**src/rtl/ctx_pipe_reg.sv**
```systemverilog
module ctx_pipe_reg #(
  parameter int N = 4,
  parameter int W = 16,
  localparam int TW = $clog2(N)
) (
  input  logic          clk,
  input  logic          rst_n,
  input  logic          up_valid,
  input  logic [W-1:0]  up_data,
  output logic          stall_up,
  output logic          dn_valid,
  output logic [W-1:0]  dn_data,
  input  logic          sw_req,
  input  logic [TW-1:0] sw_tid,
  input  logic [1:0]    sw_lat,
  input  logic          bg_we,
  input  logic [TW-1:0] bg_tid,
  input  logic [W-1:0]  bg_data,
  output logic [TW-1:0] active_tid
);

  logic [W-1:0]  slot [N];
  logic [N-1:0]  slot_v;
  logic [TW-1:0] act;
  logic [1:0]    cnt;
  logic          busy, take;

  assign busy       = (cnt != 2'd0);
  assign take       = sw_req && !busy && (sw_tid != act);
  assign stall_up   = busy;
  assign dn_valid   = slot_v[act] && !busy;
  assign dn_data    = slot[act];
  assign active_tid = act;

  always_ff @(posedge clk) begin
    if (!rst_n) begin
      for (int t = 0; t < N; t++) slot[t] <= '0;
      slot_v <= '0;
      act    <= '0;
      cnt    <= '0;
    end else begin
      for (int t = 0; t < N; t++) begin
        if (bg_we && bg_tid == TW'(t)) begin
          slot[t]   <= bg_data;
          slot_v[t] <= 1'b1;
        end else if (!busy && act == TW'(t)) begin
          slot[t]   <= up_data;
          slot_v[t] <= up_valid;
        end
      end
      if (take) begin
        act <= sw_tid;
        cnt <= (sw_lat == 2'd0) ? 2'd1 : sw_lat;
      end else if (busy) begin
        cnt <= cnt - 2'd1;
      end
    end
  end

  // ordinary register behaviour outside a switch
  p_pass_r2: assert property (@(posedge clk) disable iff (!rst_n)
    (!stall_up && !(sw_req && sw_tid != active_tid) && !(bg_we && bg_tid == active_tid))
    |=> (dn_valid == $past(up_valid) && dn_data == $past(up_data)));

  // accepted switch stalls and selects the new thread
  p_start_r3: assert property (@(posedge clk) disable iff (!rst_n)
    (!stall_up && sw_req && sw_tid != active_tid)
    |=> (stall_up && active_tid == $past(sw_tid)));

  // output hidden during the switch delay
  p_hide_r3: assert property (@(posedge clk) disable iff (!rst_n)
    stall_up |-> !dn_valid);

  // request for the active thread is a no-op
  p_noop_r6: assert property (@(posedge clk) disable iff (!rst_n)
    (!stall_up && sw_req && sw_tid == active_tid)
    |=> (!stall_up && $stable(active_tid)));

  // requests during a switch are ignored
  p_ignore_r7: assert property (@(posedge clk) disable iff (!rst_n)
    stall_up |=> $stable(active_tid));

endmodule

```
**config.mk**
```make
export PLATFORM = sky130hd
export DESIGN_NAME = ctx_pipe_reg
export DESIGN_NICKNAME = d
export VERILOG_FILES = /design/src/rtl/ctx_pipe_reg.sv
export SDC_FILE = /design/constraint.sdc
export NUM_CORES = 1
export LEC_CHECK = 0
export BUFFER_PORTS_ARGS = -buffer_cell sky130_fd_sc_hd__buf_2
export CORE_MARGIN = 3
export CORE_UTILIZATION = 55
export CTS_CLUSTER_SIZE = 14
export DETAILED_ROUTE_END_ITERATION = 10
export PLACE_DENSITY = 0.78
export SLEW_MARGIN = 40
export SYNTH_ARGS = -nofsm -noshare
export SYNTH_HDL_FRONTEND = slang
export SYNTH_SLANG_ARGS = --single-unit
```
**constraint.sdc**
```tcl
create_clock -name clk -period 3.22 [get_ports clk]
set_clock_uncertainty 0.05 [all_clocks]
set_input_delay 0.322 -clock clk [delete_from_list [all_inputs] [get_ports clk]]
set_output_delay 0.322 -clock clk [all_outputs]
set_load 0.01 [all_outputs]
```
# Word-level counts from Yosys, hierarchy flattened
# Memories as Yosys holds them, arrays and structs flattened. A register that Yosys moved wholly into a read port is not among the register bits.
# Index checks and enable logic that the tools add are counted.
# totals
reg_bits	8
latch_bits	0
ramBits	64
mem_bits_ro	0
inputBits	43
memories	1
# op_classes
add_sub_neg	1
multipliers	0
n_div	0
magnitude_cmp	1
eq_ne	7
n_shift	0
muxes	52
bitwise	8
reduce_logical	21
# memory_table
memory	words	width	read_ports	rd_ports_with_merged_regs	wr	line_no	rtl
slot	4	16	1	1	4	22	logic [W-1:0] slot [N];
# op_table
cell	n
2-to-1 mux 16 bit	8
2-to-1 mux 1 bit	38
nonzero test 2 bit	6
logical AND 1 bit	11
2-to-1 mux 2 bit	5
== test 2 bit (second input constant)	4
bitwise OR 1 bit	8
logical NOT 2 bit	3
== test 2 x 1 -> 1 bit (second input constant)	2
< comparator 2 x 3 -> 1 bit (second input constant)	1
binary-select mux 1 bit (select 2 bit)	1
!= test 2 bit	1
subtractor 2 x 1 -> 2 bit (second input constant)	1
logical NOT 1 bit	1

# Longest topological paths before layout
# depth
depth_word	8
mapped_depth	7

# Worst setup path after synthesis
# Ideal clock, no wire load.
# synth_path
path_type	reg2reg
from	reg cnt[0]
to	mem slot[2][0] (enable)
arrival_time_ns	1.493
setup_slack_ns	1.344
path_stages_with_launch	6
path_buffers	1
path_cell_list	dfxtp_1 inv_1 ha_1 and3b_2 buf_4 or3_1
# synth_rtl
element	line_no	rtl
start, declared	25	logic [1:0] cnt;
start signal, assigned	53	cnt <= (sw_lat == 2'd0) ? 2'd1 : sw_lat;
start signal, assigned	55	cnt <= cnt - 2'd1;
end, declared	22	

==> flow_summary.rst <==
.. list-table::
   :header-rows: 1

   * - Metric
     - Value
   * - Run status
     - complete, no violations
   * - Arrival time worst endpoint
     - 2340 ps
   * - Vias in the first global route
     - 2903
   * - Setup violation total in the final timing report
     - 0
   * - Violation count after the first detailed-routing iteration
     - 313
   * - Post-cts hold buffer count
     - 0
   * - Wire length of the first global-routing pass
     - 14900 um
   * - Effective utilization at floorplan
     - 0.589
   * - Antenna violations before repair
     - 0
   * - Ratio of routed vias to standard cells
     - 6.41
   * - Number of distinct library cells after synthesis
     - 34
   * - Logic depth of the worst register-to-register path
     - 4
   * - Number of buffers created by CTS
     - 9
   * - Count of clock tree sinks
     - 74
   * - Total power per unit cell area
     - 659 mW/mm2
   * - RSZ-0062 raised after global routing
     - false
   * - WHS Path Cells
     - 3
   * - Data required time at the worst endpoint
     - 3150 ps
   * - Hold path startpoint
     - sw_tid[0]
   * - Destination of the worst register-to-register timing path
     - slot[2][15]
   * - Setup repair bufs after CTS
     - 0
   * - Final hold violations
     - 0
   * - Largest cells by area after synthesis
     - sky130_fd_sc_hd__edfxtp_1 (50%), sky130_fd_sc_hd__mux4_2 (9.9%), sky130_fd_sc_hd__a21oi_1 (7.2%)
   * - Synthesized net count
     - 374
   * - TritonRoute pass-1 iters
     - 6
   * - Final TNS setup
     - 0 ps
   * - Clock Path Buffers
     - 2
   * - Worst slack at placement
     - 843 ps
   * - Clock latency on the worst-skew pair
     - 350 ps
   * - Crit Reg-Reg Startpoint
     - cnt[0]
   * - Total GRT Usage
     - 0.237
   * - Clock root buffer master
     - sky130_fd_sc_hd__clkbuf_8
   * - Maximum number of pins on one net before global-route repair
     - 29
   * - Peak clock frequency supported by timing
     - approximately 0.42 GHz
   * - Category of the most critical setup path
     - flop to flop
   * - Cell type with the highest aggregate area in the netlist
     - sky130_fd_sc_hd__edfxtp_1
   * - IO Count
     - 63
   * - Type of origin of the critical path
     - flop
   * - Final HPWL DP
     - 6080 um
   * - Row count
     - 29
   * - Fraction of layout instances using a drive strength above 1
     - 0.289
   * - Wirelength, routed
     - 9380 um
   * - Number of levels the H-tree was split into
     - 3
   * - Type of the most critical hold path
     - input pin to flop
   * - Weighted congestion at the end of routability-driven global placement
     - around 0.84
   * - Final Critical Period
     - 2400 ps
   * - Rel. slew slack
     - 0.485
   * - Floorplan Core Area
     - 0.00657 mm2
   * - Area share of the largest cell type after synthesis
     - 0.496
   * - Setup slack of the most critical reg-to-reg path
     - 820 ps
   * - Max cap viols
     - 0
   * - Clock tree from TritonCTS
     - done
   * - Maximum fanout encountered on the critical timing path
     - 18
   * - Net count, final
     - about 430
   * - Kind of end point of the critical path
     - flop
   * - Ant. Diodes
     - 0
   * - Sequential share of the synthesized area
     - 0.548
   * - Netlist area before placement
     - between 0.003 and 0.004 mm2
   * - Slew Limit Fails
     - 0
   * - Area growth, synth to finish
     - 13.5%
   * - Post-DRT Antenna Nets
     - 0
   * - Transition time at the pin with the least slew margin
     - 772 ps
   * - Sequential Area
     - ~0.0021 mm2
   * - Part of the cycle the worst path needs
     - 0.747
   * - Final routed wire length divided by cell count
     - 19.5 um
   * - Number of buffers added on ports
     - 62
   * - Height of the die
     - between 80 and 90 um
   * - Synth Instances
     - 330
   * - Post-synthesis sequential element count
     - 74
   * - Die width
     - 89.9 um
   * - CTS clock-pin slew for the worst setup and hold paths
     - around 70 ps
   * - Static Leakage
     - around 0.0016 uW
   * - Ys Warns
     - 0
   * - Resized Gates After CTS
     - 0
   * - Maximum vdd ir drop
     - 0.000454 V
   * - Post-detailed-route DRC marker count
     - 0
   * - GRT overflow
     - 0
   * - End of the worst hold path
     - active_tid[0]
   * - Fill cell count
     - approximately 470
   * - Routed vias
     - 3085
   * - Least setup slack across all paths after layout
     - 815 ps
   * - Syn_area_per_cell
     - 11.7 um2
   * - Total Die Area
     - 0.00808 mm2
   * - Area of the multi-input gates
     - 0.00157 mm2
[power by group]
part | internal [uW] | leakage, uW | total (uW) | switching, uW
Combinational | 380 | 0.000743 | 860 | 480
Clock | 378 | 0.0000974 | 712 | 334
Sequential | 1250 | 0.000765 | 1320 | 75.5
[flip-flops by register name (all words and copies together) (netlist names), named ones only]
name,flops
slot,64
slot_v,4
active_tid,2
cnt,2
[cell families after synthesis]
kind of cell,Yosys count,synth area share
buffers and inverters,34,0.0504
flip-flops,74,0.548
adder cells (fa/ha/maj),1,0.00323
multiplexers,21,0.109
XOR/XNOR,3,0.00679
AO/OA/AOI/OAI,77,0.119
AND/OR/NAND/NOR,120,0.163
[final cells by class]
| class | instances | area share |
|---|---|---|
| Clock inverter | 3 | 0.00911 |
| Timing Repair Buffer | 71 | 0.0869 |
| Inverter | 5 | 0.00427 |
| Tap cell | 93 | 0.0265 |
| Sequential cell | 74 | 0.483 |
| Multi-Input combinational cell | 222 | 0.356 |
| Clock buffer | 13 | 0.0339 |
[cell usage in the layout, fill, tap and decap left out, drive strengths merged, types with 3 or more instances in the layout]
cell type  Yosys  routed
nand2         51      51
clkinv         1       3
dfxtp         10      10
and3b          4       4
nand3         53      53
mux4          17      17
nor3b          3       3
or3            3       3
buf           24      71
mux2i          4       4
inv            4       4
edfxtp        64      64
a22o          16      16
clkbuf         5      13
a21oi         56      56
[worst max path at each step]
stage	cells past startpoint	to	startpoint	slack [ps]
2_1_floorplan	5	slot[2][0]	cnt[0]	1340
3_3_place_gp	4	slot[2][12]	cnt[0]	890
3_5_place_dp	4	slot[2][15]	cnt[0]	840
4_1_cts	4	slot[2][5]	cnt[0]	830
5_1_grt	4	slot[2][2]	cnt[0]	660
6_report	4	slot[2][15]	cnt[0]	820
[per-layer routing]
layer  track usage  vias up  share of wire
met5             0        -              0
met4         0.124        0          0.025
met3        0.0426       29          0.090
met2         0.377      210           0.48
met1         0.313     1486           0.40
li1              -     1360              -
[cells in the mapped netlist (all sizes together)]
cell type,n
nor2,2
and3b,4
dfxtp,10
nor3b,3
or3,3
clkinv,1
buf,24
and2,1
nand3b,2
edfxtp,64
ha,1
or3b,1
a21o,1
xnor2,2
inv,4
mux2i,4
clkbuf,5
nand2,51
a21oi,56
a22o,16
nand3,53
a211oi,2
mux4,17
xor2,1
a2111oi,2
[critical path, stage by stage, from the launching register on]
cell                      delay (ps)
sky130_fd_sc_hd__dfxtp_1         320
sky130_fd_sc_hd__inv_1            60
sky130_fd_sc_hd__ha_1            410
sky130_fd_sc_hd__and3b_2         500
sky130_fd_sc_hd__or3_1           680
[through the flow]
| stage | utilization | total power, uW | cell area [um2] | std cells | hold WS (ps) |
|---|---|---|---|---|---|
| 6_report | 0.669 | 2900 | 4390 | 481 | 214 |
| 2_1_floorplan | - | 1950 | 3870 | 330 | 434 |
| 3_5_place_dp | 0.638 | 2200 | 4190 | 464 | 497 |
| 5_1_grt | 0.669 | 3030 | 4390 | 481 | 244 |
| 4_1_cts | 0.666 | 2890 | 4380 | 480 | 210 |
| 3_3_place_gp | 0.637 | 2170 | 4180 | 464 | 481 |
(Power assumes the default switching activity.)
